### src/rtl/lsa_pkg.sv
package lsa_pkg;
  typedef enum logic [1:0] {
    SZ_BYTE = 2'b00,
    SZ_HALF = 2'b01,
    SZ_WORD = 2'b10,
    SZ_RSVD = 2'b11
  } acc_size_e;
endpackage

### src/rtl/lsa_misalign.sv
module lsa_misalign
  import lsa_pkg::*;
#(
  parameter int OFF_W = 2
) (
  input  logic [1:0]       size_i,
  input  logic [OFF_W-1:0] off_i,
  input  logic             req_i,
  output logic             bad_o
);
  logic hit;

  always_comb begin
    unique case (acc_size_e'(size_i))
      SZ_BYTE: hit = 1'b0;
      SZ_HALF: hit = off_i[0];
      SZ_WORD: hit = |off_i;
      default: hit = 1'b1;  // reserved code is always rejected
    endcase
  end

  assign bad_o = req_i & hit;
endmodule

### src/rtl/lsa_load_extract.sv
module lsa_load_extract
  import lsa_pkg::*;
#(
  parameter int DATA_W = 32,
  localparam int BYTES  = DATA_W / 8,
  localparam int HALVES = BYTES / 2,
  localparam int OFF_W  = $clog2(BYTES)
) (
  input  logic [1:0]        size_i,
  input  logic              unsigned_i,
  input  logic [OFF_W-1:0]  off_i,
  input  logic [DATA_W-1:0] rdata_i,
  output logic [DATA_W-1:0] data_o
);
  logic [7:0]  lane  [BYTES];
  logic [15:0] hlane [HALVES];
  logic [7:0]  byte_sel;
  logic [15:0] half_sel;
  logic        sx;

  // big-endian: offset 0 is the most significant lane
  for (genvar k = 0; k < BYTES; k++) begin : g_lane
    assign lane[k] = rdata_i[DATA_W-1-8*k -: 8];
  end
  for (genvar h = 0; h < HALVES; h++) begin : g_hlane
    assign hlane[h] = rdata_i[DATA_W-1-16*h -: 16];
  end

  assign byte_sel = lane[off_i];
  assign half_sel = hlane[off_i[OFF_W-1:1]];
  assign sx       = ~unsigned_i;

  always_comb begin
    unique case (acc_size_e'(size_i))
      SZ_BYTE: data_o = {{(DATA_W-8){sx & byte_sel[7]}}, byte_sel};
      SZ_HALF: data_o = {{(DATA_W-16){sx & half_sel[15]}}, half_sel};
      SZ_WORD: data_o = rdata_i;
      default: data_o = '0;
    endcase
  end
endmodule

### src/rtl/lsa_store_pack.sv
module lsa_store_pack
  import lsa_pkg::*;
#(
  parameter int DATA_W = 32,
  localparam int BYTES  = DATA_W / 8,
  localparam int HALVES = BYTES / 2,
  localparam int OFF_W  = $clog2(BYTES)
) (
  input  logic [1:0]        size_i,
  input  logic [OFF_W-1:0]  off_i,
  input  logic              en_i,
  input  logic [DATA_W-1:0] wdata_i,
  output logic [DATA_W-1:0] wdata_o,
  output logic [BYTES-1:0]  be_o
);
  logic [BYTES-1:0] byte_be;
  logic [BYTES-1:0] half_be;

  always_comb begin
    byte_be = '0;
    half_be = '0;
    for (int k = 0; k < BYTES; k++) begin
      byte_be[BYTES-1-k] = (off_i == OFF_W'(k));
    end
    for (int h = 0; h < HALVES; h++) begin
      half_be[BYTES-1-2*h] = (off_i[OFF_W-1:1] == (OFF_W-1)'(h));
      half_be[BYTES-2-2*h] = (off_i[OFF_W-1:1] == (OFF_W-1)'(h));
    end
  end

  always_comb begin
    unique case (acc_size_e'(size_i))
      SZ_BYTE: begin
        wdata_o = {BYTES{wdata_i[7:0]}};
        be_o    = en_i ? byte_be : '0;
      end
      SZ_HALF: begin
        wdata_o = {HALVES{wdata_i[15:0]}};
        be_o    = en_i ? half_be : '0;
      end
      SZ_WORD: begin
        wdata_o = wdata_i;
        be_o    = en_i ? '1 : '0;
      end
      default: begin
        wdata_o = wdata_i;
        be_o    = '0;
      end
    endcase
  end
endmodule

### src/rtl/ldst_lane_align.sv
module ldst_lane_align
  import lsa_pkg::*;
#(
  parameter int DATA_W   = 32,
  parameter bit REG_LOAD = 1'b1,
  localparam int BYTES = DATA_W / 8,
  localparam int OFF_W = $clog2(BYTES)
) (
  input  logic              clk_i,
  input  logic              rst_ni,
  input  logic [1:0]        size_i,
  input  logic              unsigned_i,
  input  logic [OFF_W-1:0]  addr_lo_i,
  input  logic              load_i,
  input  logic              store_i,
  input  logic [DATA_W-1:0] rdata_i,
  input  logic [DATA_W-1:0] wdata_i,
  output logic [DATA_W-1:0] mem_wdata_o,
  output logic [BYTES-1:0]  mem_be_o,
  output logic              misalign_o,
  output logic [DATA_W-1:0] load_data_o,
  output logic              load_valid_o
);
  logic              bad;
  logic              ld_ok;
  logic              st_ok;
  logic [DATA_W-1:0] ld_ext;
  logic [DATA_W-1:0] ld_comb;

  lsa_misalign #(.OFF_W(OFF_W)) u_mis (
    .size_i (size_i),
    .off_i  (addr_lo_i),
    .req_i  (load_i | store_i),
    .bad_o  (bad)
  );

  lsa_load_extract #(.DATA_W(DATA_W)) u_ld (
    .size_i     (size_i),
    .unsigned_i (unsigned_i),
    .off_i      (addr_lo_i),
    .rdata_i    (rdata_i),
    .data_o     (ld_ext)
  );

  assign st_ok = store_i & ~bad;

  lsa_store_pack #(.DATA_W(DATA_W)) u_st (
    .size_i  (size_i),
    .off_i   (addr_lo_i),
    .en_i    (st_ok),
    .wdata_i (wdata_i),
    .wdata_o (mem_wdata_o),
    .be_o    (mem_be_o)
  );

  assign misalign_o = bad;
  assign ld_ok      = load_i & ~bad;
  assign ld_comb    = ld_ok ? ld_ext : '0;

  if (REG_LOAD) begin : g_reg
    always_ff @(posedge clk_i or negedge rst_ni) begin
      if (!rst_ni) begin
        load_data_o  <= '0;
        load_valid_o <= 1'b0;
      end else begin
        load_data_o  <= ld_comb;
        load_valid_o <= ld_ok;
      end
    end
  end else begin : g_comb
    assign load_data_o  = ld_comb;
    assign load_valid_o = ld_ok;
  end
endmodule

### config.mk
export PLATFORM = sky130hd
export DESIGN_NAME = ldst_lane_align
export DESIGN_NICKNAME = d
export VERILOG_FILES = /design/src/rtl/lsa_pkg.sv /design/src/rtl/lsa_misalign.sv /design/src/rtl/lsa_load_extract.sv /design/src/rtl/lsa_store_pack.sv /design/src/rtl/ldst_lane_align.sv
export SDC_FILE = /design/constraint.sdc
export NUM_CORES = 1
export LEC_CHECK = 0
export BUFFER_PORTS_ARGS = -buffer_cell sky130_fd_sc_hd__buf_4
export CAP_MARGIN = 20
export CORE_MARGIN = 2
export CORE_UTILIZATION = 40
export CTS_CLUSTER_SIZE = 28
export DETAILED_ROUTE_END_ITERATION = 8
export PLACE_DENSITY = 0.74
export SLEW_MARGIN = 10
export SYNTH_ARGS = -nofsm -noshare
export SYNTH_HDL_FRONTEND = slang
export SYNTH_SLANG_ARGS = --single-unit
### constraint.sdc
create_clock -name clk_i -period 1.68 [get_ports clk_i]
set_input_delay 0.336 -clock clk_i [delete_from_list [all_inputs] [get_ports clk_i]]
set_output_delay 0.336 -clock clk_i [all_outputs]
set_load 0.1 [all_outputs]
## Yosys cells after proc, flatten, opt, wreduce, memory -nomap -nowiden

Index checks and enable logic that the tools add are counted.

- Register bits after elaboration: 33
- Bits of input ports: 73
- Output and inout bits: 70
- Logic and storage cells: 37

- Order comparisons: 2
- Eq/ne operators: 5
- Muxes and demuxes: 14
- Bitwise gates (word level): 11
- Reduce and logical (&&, ||, !) cells: 3

Operators with widths:

| kind | number |
|---|---|
| case mux 32 bit (3 select lines) | 1 |
| case mux 32 bit (2 select lines) | 1 |
| 2-to-1 mux 16 bit | 3 |
| 2-to-1 mux 32 bit | 1 |
| binary-select mux 8 bit (select 2 bit) | 1 |
| 2-to-1 mux 8 bit | 2 |
| 2-to-1 mux 4 bit | 3 |
| case mux 4 bit (3 select lines) | 1 |
| equality test 2 bit (second input constant) | 3 |
| bitwise AND 1 bit | 5 |
| equality test 2 x 1 -> 1 bit (second input constant) | 2 |
| zero test 2 bit | 2 |
| greater-or-equal comparator 3 bit (second input constant) | 1 |
| NOT 1 bit | 3 |
| NOT 2 -> 3 bit | 1 |
| case mux 1 bit (3 select lines) | 1 |
| greater-or-equal comparator 2 bit (second input constant) | 1 |
| NOT 1 -> 2 bit | 1 |
| OR reduction 2 bit | 1 |
| bitwise OR 1 bit | 1 |

## Depth between registers and ports, before layout

Gate-level depths: netlist (run 1).

- Word-level depth: 7
- Mapped depth: 6
- Depth with buffers taken out: 4

## By module

Synthesis (run 1) repeated with hierarchy kept, for this count alone.

- Cell total of the unflattened synthesis: 261
- Area total of the unflattened synthesis: 2568.7 um^2

Modules (own cells, without submodules):

| module | times used | cells each | area each (um^2) | sequential area each (um^2) |
|---|---|---|---|---|
| ldst_lane_align | 1 | 74 | 1176.1 | 825.8 |
| lsa_load_extract | 1 | 118 | 892.1 | 0.0 |
| lsa_store_pack | 1 | 66 | 484.2 | 0.0 |
| lsa_misalign | 1 | 3 | 16.3 | 0.0 |

## Worst setup path after synthesis (run 1)

Ideal clock, no wire load.

- Path type: input -> output
- From: in size_i[1]
- To: out mem_be_o[1]
- Arrival time: 3112 ps
- Required time: 1344 ps
- Slack: -1768 ps
- Stages on the path: 6
- Buffers on the path: 2
- Cells stage by stage: buf_4 > inv_1 > nor2_1 > buf_4 > mux2i_1 > nor3b_1

- Word-level cells in the longest chain between the ends: 7
- Elaborated cells between the ends (all ways): 11
- Those cells by class: eq/ne: 2; mux: 5; bitwise: 3; reduce/logical: 1

RTL lines:

| what | line | RTL |
|---|---|---|
| start: declaration | ldst_lane_align.sv:11 | `input logic [1:0] size_i,` |
| equality test 2 bit, or another cell as far along | lsa_misalign.sv:14, lsa_store_pack.sv:32 |  |
| case mux 1 bit (3 select lines) | lsa_misalign.sv:14 | `unique case (acc_size_e'(size_i))` |
| bitwise AND 1 bit | lsa_misalign.sv:22 | `assign bad_o = req_i & hit;` |
| NOT 1 bit | ldst_lane_align.sv:45 | `assign st_ok = store_i & ~bad;` |
| bitwise AND 1 bit | ldst_lane_align.sv:45 |  |
| 2-to-1 mux 4 bit, on equally long branches | lsa_store_pack.sv:43, lsa_store_pack.sv:35, lsa_store_pack.sv:39 |  |
| case mux 4 bit (3 select lines) (*) | lsa_store_pack.sv:32 | `unique case (acc_size_e'(size_i))` |
| end: declaration | ldst_lane_align.sv:19 | `output logic [BYTES-1:0] mem_be_o,` |

Every way passes the cells marked *; elsewhere a longest branch is shown, timed or not.

## Worst setup path in the final report (run 1)

- From: in size_i[0]
- To: out mem_wdata_o[25]

- Word-level cells in the longest chain between the ends: 2
- Elaborated cells between the ends (all ways): 3
- Those cells by class: eq/ne: 1; mux: 1; reduce/logical: 1

RTL lines:

| what | line | RTL |
|---|---|---|
| equality test 2 x 1 -> 1 bit / zero test 2 bit (equally long branches) | lsa_store_pack.sv:32 |  |
| case mux 32 bit (2 select lines) (*) | lsa_store_pack.sv:32 |  |
| end: declaration | ldst_lane_align.sv:18 | `output logic [DATA_W-1:0] mem_wdata_o,` |

Marked as above.

==> run metrics, run 1 <==
internal power=1520 uW; Layout Cells excl Fill=430; Hold Crit Class=input pin to flop; unrepaired setup endpoints after global routing=yes; Slew @ Worst Pin=406 ps; fraction of layout cells with a size suffix above 1=62.5%; largest net degree at the start of global routing=34; EDFF count, synth=0; Post-DRT Antenna Nets=0; multiplexer area fraction after synthesis=22.2%; # fillers=396; f_max=0.599 GHz; Post-Syn Nets=290; Place WS=-9.11 ps; Largest stage delay, worst path=310 ps; Req. time, crit path=1340 ps; GRT overflow=0; num rows=26; Final Worst Setup Slack=9.60 ps; Pwr Density=796 nW/um2; post-DP HPWL=5060 um; Worst Setup Path Type=input pin to output pin; Crit path top cell by count=buf_4; crit start category=input pin; TNS Setup=0 ps; H-tree Lvls=2; crit-path max FO=9; Area growth syn-to-layout=68.3%; DR iter-0 viols=182; status=complete, no violations; arrival time worst endpoint=1330 ps; Leakage Power=0.00172 uW; final worst path period share=99.4%; Die W=76.5 um; hold depth=3; via count of the first global-routing pass=2185; Synth Cell Area=2100 um2; drt pass-1 iters=5; FF+latch count, synth=33; post-synth top area share=39.3%; Compound-Gate Fraction of Synth Area=18.4%; routed length per instance=15.4 um; final setup vio count=0; crit end category=output pin; GRT Total Usage=22.6%; Worst Hold Path EP=load_data_o[2]$_DFF_PN0_; Final Net Count=432; via count=2234; Net Sw Frac=45.9%; CTS Buffer Depth=2; Flop pwr share=29.6%; Max-Slew Margin vs Limit=72.9%; # diodes=0; worst-path cell chain=buf_4 -> buf_4 -> mux2i_1 -> o21ai_4 -> buf_4; Comb power frac=50.0%; net switching power=1290 uW; Simple-Gate Fraction of Synth Area=10.4%; die area=5850 um2; syn avg cell area=9.68 um2; area leader, netlist=dfrtp_1; largest family of logic cells by synthesized area=multiplexers; Slew Limit Fails=0; CTS tree=yes; sequential fraction of the synthesis area=39.3%; Clock Power Share=20.3%; clock slew at reported path FFs=70 ps; initial antenna violation count=0; Finished Core Util=69.7%; final hold violation count=0; Initial Util=41.4%; first-pass GRT wire length=10500 um; FF+latch area=826 um2; Synthesis Warnings=0; GPL Wtd Cong=0.776; Synth area leaders=dfrtp_1, mux2_2, a21oi_1, nand2_1, mux2i_1; Adder-Cell Fraction of Synth Area=0%; Gate Count Post-Synth=217; TritonCTS buffer count=5; Placed Instances=421; Netlist cell types=30; Vias/cell=5.20; total of max-cap violations=0; IO Count=143; Worst Hold Launch=rdata_i[2]; TritonCTS Sinks=33; port buffer count=142; Post-Synth XOR/XNOR Area=0.417%; footprint of the multi-input gates=1240 um2; Die H=76.5 um; Top FF cell, synth=dfrtp_1; # DRC=0; minimum clock period=1670 ps; core area=5070 um2; slowest CP cell=mux2i_1; peak supply drop=0.429 mV; clock root buffer master=clkbuf_8; final wirelength=6640 um; ys async rst share=100%; Pwr Total=2810 uW
state kept, by name, indices dropped and copies added (netlist names):
name,cells
load_data_o,32
load_valid_o,1
cell families after synthesis:
logic type,count (synthesis)
AO/OA/AOI/OAI,62
XOR/XNOR,1
buffers and inverters,29
flip-flops,33
multiplexers,42
AND/OR/NAND/NOR,50
metrics by stage:
step / area, um2 / hold WS, ps
floorplan: 2300 / 40.4
global placement: 3390 / 296
detailed placement: 3390 / 294
CTS: 3520 / 290
global route: 3540 / 301
finish: 3540 / 298
Yosys cell counts, types with 3 or more instances:
library cell  instances
dfrtp_1              33
mux2_2               32
nand2_1              31
a21oi_1              30
a22oi_1              11
o21ai_0              11
buf_4                10
buf_2                 9
mux2i_1               9
nor2_1                8
buf_6                 5
a222oi_1              3
inv_1                 3
nor3_1                3
area by class of cell:
| cell class | instances | share of cell area [%] |
|---|---|---|
| inverter | 3 | 0.531 |
| tap | 70 | 2.48 |
| sequential | 33 | 23.4 |
| timing repair buffer | 161 | 36.1 |
| clock inverter | 3 | 0.495 |
| multi-input combinational | 155 | 35.1 |
| clock buffer | 5 | 1.95 |
power by group through the flow:
stage | clock network [uW] | registers [uW] | logic, uW
after floorplan | 0 | 1070 | 804
after global placement | 0 | 849 | 1380
after detailed placement | 0 | 849 | 1390
after CTS | 588 | 833 | 1410
after global routing | 624 | 837 | 1470
final | 572 | 834 | 1410
how the worst max path moves through the flow:
stage	from	endpoint	slack [ps]	cells after the start
floorplan	addr_lo_i[1]	mem_be_o[1]	-290	5
global placement	size_i[1]	mem_wdata_o[12]	20	5
detailed placement	size_i[1]	mem_wdata_o[13]	-9	5
CTS	size_i[1]	mem_wdata_o[15]	0.4	5
global route	size_i[0]	mem_wdata_o[31]	-30	5
finish	size_i[0]	mem_wdata_o[25]	10	5
per-layer routing:
| layer | wire [um] | GRT usage, % |
|---|---|---|
| met2 | 3420 | 40.4 |
| met1 | 2470 | 24.8 |
| met4 | 112 | 7.27 |
| met3 | 641 | 8.18 |
| met5 | 0 | 0 |
layout by cell type (no fill, tap or decap), drive strengths merged, types with 4 or more instances in the layout:
| cell | netlist | final |
|---|---|---|
| buf | 24 | 160 |
| dfrtp | 33 | 33 |
| mux2 | 33 | 33 |
| nand2 | 31 | 31 |
| a21oi | 30 | 30 |
| a22oi | 12 | 12 |
| o21ai | 12 | 12 |
| nor2 | 9 | 9 |
| mux2i | 9 | 9 |
| clkbuf | 2 | 5 |
| nor3 | 4 | 4 |
critical path, delay by kind of cell:
family          cells  cell delay (ps)
compound gates      1               80
mux                 1              310
buf+inv             3              600
timing repair:
action	in CTS	in global routing
endpoints found under the hold margin	33	0
resized for setup	8	4
setup endpoints to repair	8	11
setup buffers	0	0
hold buffers	1	0
No activity file was read; power rests on OpenSTA's default activity.
==> inputs of run 2 (changes only) <==
--- a/config.mk
+++ b/config.mk
@@ -11,6 +11,7 @@
 export CORE_UTILIZATION = 40
 export CTS_CLUSTER_SIZE = 28
 export DETAILED_ROUTE_END_ITERATION = 8
+export GPL_TIMING_DRIVEN = 0
 export PLACE_DENSITY = 0.74
 export SLEW_MARGIN = 10
 export SYNTH_ARGS = -nofsm -noshare
==> constraint.sdc (replaced) <==
create_clock -name clk_i -period 1.68 [get_ports clk_i]
set_input_delay 0.084 -clock clk_i [delete_from_list [all_inputs] [get_ports clk_i]]
set_output_delay 0.084 -clock clk_i [all_outputs]
set_load 0.1 [all_outputs]
==> run metrics, run 2 (synthesis results as in run 1) <==
crit start category=input pin; num rows=26 (unchanged); CTS Buffer Depth=2 (unchanged); core area=5070 um2 (unchanged); worst-path cell chain=buf_4 -> buf_4 -> clkbuf_1 -> o21ai_0 -> o2111a_1 -> buf_4; IO Count=143 (unchanged); TritonCTS Sinks=33 (unchanged); Hold Crit Class=input pin to flop; first-pass GRT wire length=11300 um (+6.9%); clock slew at reported path FFs=60 ps (about the same); minimum clock period=1550 ps (-121 ps); Crit path top cell by count=buf_4; Worst Hold Path EP=load_data_o[0]$_DFF_PN0_; Largest register FFs=32 (unchanged); via count of the first global-routing pass=2355 (+7.8%); Post-DRT Antenna Nets=0 (unchanged); H-tree Lvls=2 (unchanged); most frequent cells in the layout=buf_4, dfrtp_1, mux2_2, nand2_1, a21oi_1; Biggest register=load_data_o; final setup vio count=0 (unchanged); TritonCTS buffer count=5 (unchanged); via count=2304 (+3.1%); Finished Core Util=67.4% (-2.3 points); final wirelength=6890 um (+3.7%); final worst path period share=92.2% (-7.2 points); status=complete, no violations; Area growth syn-to-layout=62.7%; # fillers=437 (+10%); Largest stage delay, worst path=510 ps (+200 ps); clock root buffer master=clkbuf_8; initial antenna violation count=0 (unchanged); drt pass-1 iters=4 (-1); Pwr Density=831 nW/um2 (+4.4%); final hold violation count=0 (unchanged); largest net degree at the start of global routing=34 (unchanged); setup bufs post-CTS=0 (unchanged); slowest CP cell=clkbuf_1; Pwr Total=2840 uW (+0.88%); Die H=76.5 um (unchanged); crit end category=output pin; Layout Cells excl Fill=438 (+1.9%); die area=5850 um2 (unchanged); Hold Slack=49.2 ps (-249 ps); Slew Limit Fails=0 (unchanged); GPL Wtd Cong=0.779 (+0.44%); CTS tree=yes; routed length per instance=15.7 um (+1.8%); arrival time worst endpoint=1460 ps (+130 ps); GRT Total Usage=24.1% (+1.6 points); Worst Hold Launch=rdata_i[0]; unrepaired setup endpoints after global routing=no; # diodes=0 (unchanged); port buffer count=142 (unchanged); Initial Util=41.4% (unchanged); total of max-cap violations=0 (unchanged); Final Net Count=440 (+1.9%); crit-path max FO=10 (+1); post-DP HPWL=5380 um (+6.5%); hold depth=3 (unchanged); Max-Slew Margin vs Limit=57.2% (-16 points); top flop regs=load_data_o (32), load_valid_o (1); DR iter-0 viols=88 (-52%); CTS resizes=0 (-8); f_max=0.646 GHz (+7.8%); Hold-fix buffers, CTS=1 (unchanged); fraction of layout cells with a size suffix above 1=60.9% (-1.6 points); Leakage Power=0.00172 uW (+0.22%); Slew @ Worst Pin=643 ps (+236 ps); GRT overflow=0 (unchanged); Die W=76.5 um (unchanged); # DRC=0 (unchanged); commonest non-fill, non-tap cell in the layout=buf_4; TNS Setup=0 ps (unchanged); Placed Instances=429 (+1.9%); Worst Setup Path Type=input pin to output pin; Vias/cell=5.26 (+1.2%); Req. time, crit path=1600 ps (+260 ps); peak supply drop=0.487 mV (+13%)
[run 2: cell types whose count changed in the layout (fill, tap and decap cells not counted), sizes merged]
cell / previous run / this run
clkinvlp: 1 / 0
buf: 160 / 166
clkbuf: 5 / 9
clkinv: 2 / 1
[run 2: through the flow]
stage	worst slack, ps	cell area [um2]
final	131	3420
after global routing	24.2	3420
after CTS	99.5	3420
after detailed placement	99.2	3310
after global placement	126	3310
after floorplan	-286	2150
[run 2: final cells by class]
class	instances	area, um2	share of cell area (%)
sequential	33	826	24.2
multi-input combinational	155	1130	33.1
clock inverter	1	5.00	0.146
clock buffer	7	96.3	2.82
tap	70	87.6	2.56
inverter	3	11.3	0.329
buffer	26	184	5.38
timing repair buffer	143	1080	31.5
[run 2: worst max-delay path by stage]
stage	from	endpoint	slack, ps	cells past startpoint
after global placement	size_i[1]	mem_be_o[2]	130	6
after global routing	size_i[1]	mem_be_o[2]	20	6
after CTS	size_i[1]	mem_be_o[2]	100	6
final	size_i[1]	mem_be_o[2]	130	6
after floorplan	size_i[1]	mem_be_o[1]	-290	6
after detailed placement	size_i[1]	mem_be_o[2]	100	6
[run 2: routing by layer]
layer	GRT usage, %	part of all wire (%)
met3	6.52	8.6
met4	11.3	3.0
met5	0	0
met2	41.9	50
met1	27.5	38
[run 2: critical path, delay by kind of cell]
family	cells	cell delay, ps
buf+inv	4	1000
compound gates	2	380
[run 2: power breakdown]
| part | switching (uW) | leakage, uW | internal [uW] |
|---|---|---|---|
| logic | 977 | 0.00121 | 384 |
| clock network | 274 | 0.0000542 | 370 |
| registers | 9.30 | 0.000452 | 825 |
| total | 1260 | 0.00172 | 1580 |
==> inputs of run 3 (changes only) <==
--- a/config.mk
+++ b/config.mk
@@ -7,7 +7,7 @@
 export LEC_CHECK = 0
 export BUFFER_PORTS_ARGS = -buffer_cell sky130_fd_sc_hd__buf_4
 export CAP_MARGIN = 20
-export CORE_MARGIN = 2
+export CORE_MARGIN = 5
 export CORE_UTILIZATION = 40
 export CTS_CLUSTER_SIZE = 28
 export DETAILED_ROUTE_END_ITERATION = 8
==> run metrics, run 3 (synthesis results as in run 1) <==
status=complete, no violations; DR iter-0 viols=82 (-6.8%); Die H=82.5 um (+7.8%); fraction of layout cells with a size suffix above 1=60.7% (-0.21 points); largest net degree at the start of global routing=34 (unchanged); clock slew at reported path FFs=60 ps (about the same); # diodes=0 (unchanged); TritonCTS Sinks=33 (unchanged); Pwr Density=806 nW/um2 (-3.0%); initial antenna violation count=0 (unchanged); Flop pwr share=30.5% (+1.1 points); via count=2252 (-2.3%); Leakage Power=0.00171 uW (-0.84%); placed cell area=3310 um2 (unchanged); # fillers=448 (+2.5%); Initial Util=41.1% (-0.26 points); Area growth syn-to-layout=61.4%; # DRC=0 (unchanged); footprint of the multi-input gates=1130 um2 (unchanged); CTS Buffer Depth=2 (unchanged); final wirelength=7280 um (+5.7%); Slew Limit Fails=0 (unchanged); Slew @ Worst Pin=654 ps (+11.6 ps); f_max=0.637 GHz (-1.3%); drt pass-1 iters=4 (unchanged); Largest register FFs=32 (unchanged); via count of the first global-routing pass=2311 (-1.9%); GRT Total Usage=21.4% (-2.7 points); port buffer count=142 (unchanged); top flop regs=load_data_o (32), load_valid_o (1); crit start category=input pin; Hold Crit Class=input pin to flop; Clock Power Share=19.6% (-3.1 points); total of max-cap violations=0 (unchanged); die area=6800 um2 (+16%); Net Sw Frac=45.8% (+1.4 points); final hold violation count=0 (unchanged); most frequent cells in the layout=buf_4, dfrtp_1, mux2_2, nand2_1, a21oi_1; crit-path max FO=10 (unchanged); Vias/cell=5.17 (-1.8%); routed length per instance=16.7 um (+6.2%); first-pass GRT wire length=10900 um (-3.2%); H-tree Lvls=2 (unchanged); num rows=26 (unchanged); internal power=1480 uW (-6.2%); Req. time, crit path=1600 ps (about the same); Max-Slew Margin vs Limit=56.4% (-0.78 points); final worst path period share=93.4% (+1.2 points); Final Net Count=440 (unchanged); Pwr Total=2730 uW (-3.8%); Place WS=95.9 ps (-3.28 ps); commonest non-fill, non-tap cell in the layout=buf_4; clock root buffer master=clkbuf_8; FF+latch area=826 um2 (unchanged); Comb power frac=49.9% (+2.0 points); crit end category=output pin; Worst Setup Path Type=input pin to output pin; Post-DRT Antenna Nets=0 (unchanged); unrepaired setup endpoints after global routing=no; GRT overflow=0 (unchanged); Hold Slack=55.5 ps (+6.31 ps); TNS Setup=0 ps (unchanged); CTS tree=yes; Die W=82.5 um (+7.8%); Final Worst Setup Slack=110 ps (-20.9 ps); post-DP HPWL=5830 um (+8.3%); arrival time worst endpoint=1490 ps (+30 ps); setup bufs post-CTS=0 (unchanged); net switching power=1250 uW (-0.74%); IO Count=143 (unchanged); TritonCTS buffer count=5 (unchanged); minimum clock period=1570 ps (+20.9 ps); core area=5110 um2 (+0.64%); post-route cell area=3390 um2 (-0.81%); Biggest register=load_data_o; final setup vio count=0 (unchanged); peak supply drop=0.446 mV (-8.4%); GPL Wtd Cong=0.852 (+9.3%)
run 3: cell type report:
type,count,share of cell area (%)
Inverter,3,0.332
Tap cell,70,2.58
Buffer,26,5.42
Sequential cell,33,24.4
Clock inverter,1,0.148
Clock buffer,5,2.03
Timing Repair Buffer,143,31.7
Multi-Input combinational cell,155,33.4
run 3: final timing paths:
kind | startpoint | endpoint | slack (ps) | cells after the start
worst max-delay path | size_i[1] | mem_be_o[2] | 110 | 6
worst min-delay path | rdata_i[0] | load_data_o[0]$_DFF_PN0_ | 60 | 3
max in group asynchronous | rst_ni | load_data_o[22]$_DFF_PN0_ | 1110 | 2
min in group asynchronous | rst_ni | load_data_o[11]$_DFF_PN0_ | 280 | 2
run 3: metrics by stage:
step,std cells,utilization (%)
after floorplan,217,-
after global placement,429,64.7
after detailed placement,429,64.7
after CTS,436,66.4
after global routing,436,66.4
final,436,66.4
run 3: timing repair:
item                                    in CTS  in global routing
endpoints found under the setup margin       0                  0
resized for setup                            0                  0
endpoints found under the hold margin       33                  0
hold buffers                                 1                  0
run 3: metal layers:
| metal | track usage, % | vias up | routed length (um) |
|---|---|---|---|
| met1 | 23.4 | 1056 | 2740 |
| met4 | 6.48 | 0 | 90 |
| met3 | 7.38 | 10 | 814 |
| met5 | 0 | - | 0 |
| li1 | - | 1068 | - |
| met2 | 38.6 | 118 | 3640 |
run 3: worst max-delay path, stage by stage:
cell	delay (ps)
buf_4	100
buf_4	160
clkbuf_1	520
o21ai_0	190
o2111a_1	200
buf_4	240
run 3: power by group through the flow:
stage | clock network [uW] | registers [uW] | logic [uW]
after floorplan | 0 | 1070 | 756
after global placement | 0 | 848 | 1360
after detailed placement | 0 | 849 | 1360
after CTS | 541 | 834 | 1370
after global routing | 580 | 836 | 1420
final | 536 | 834 | 1360
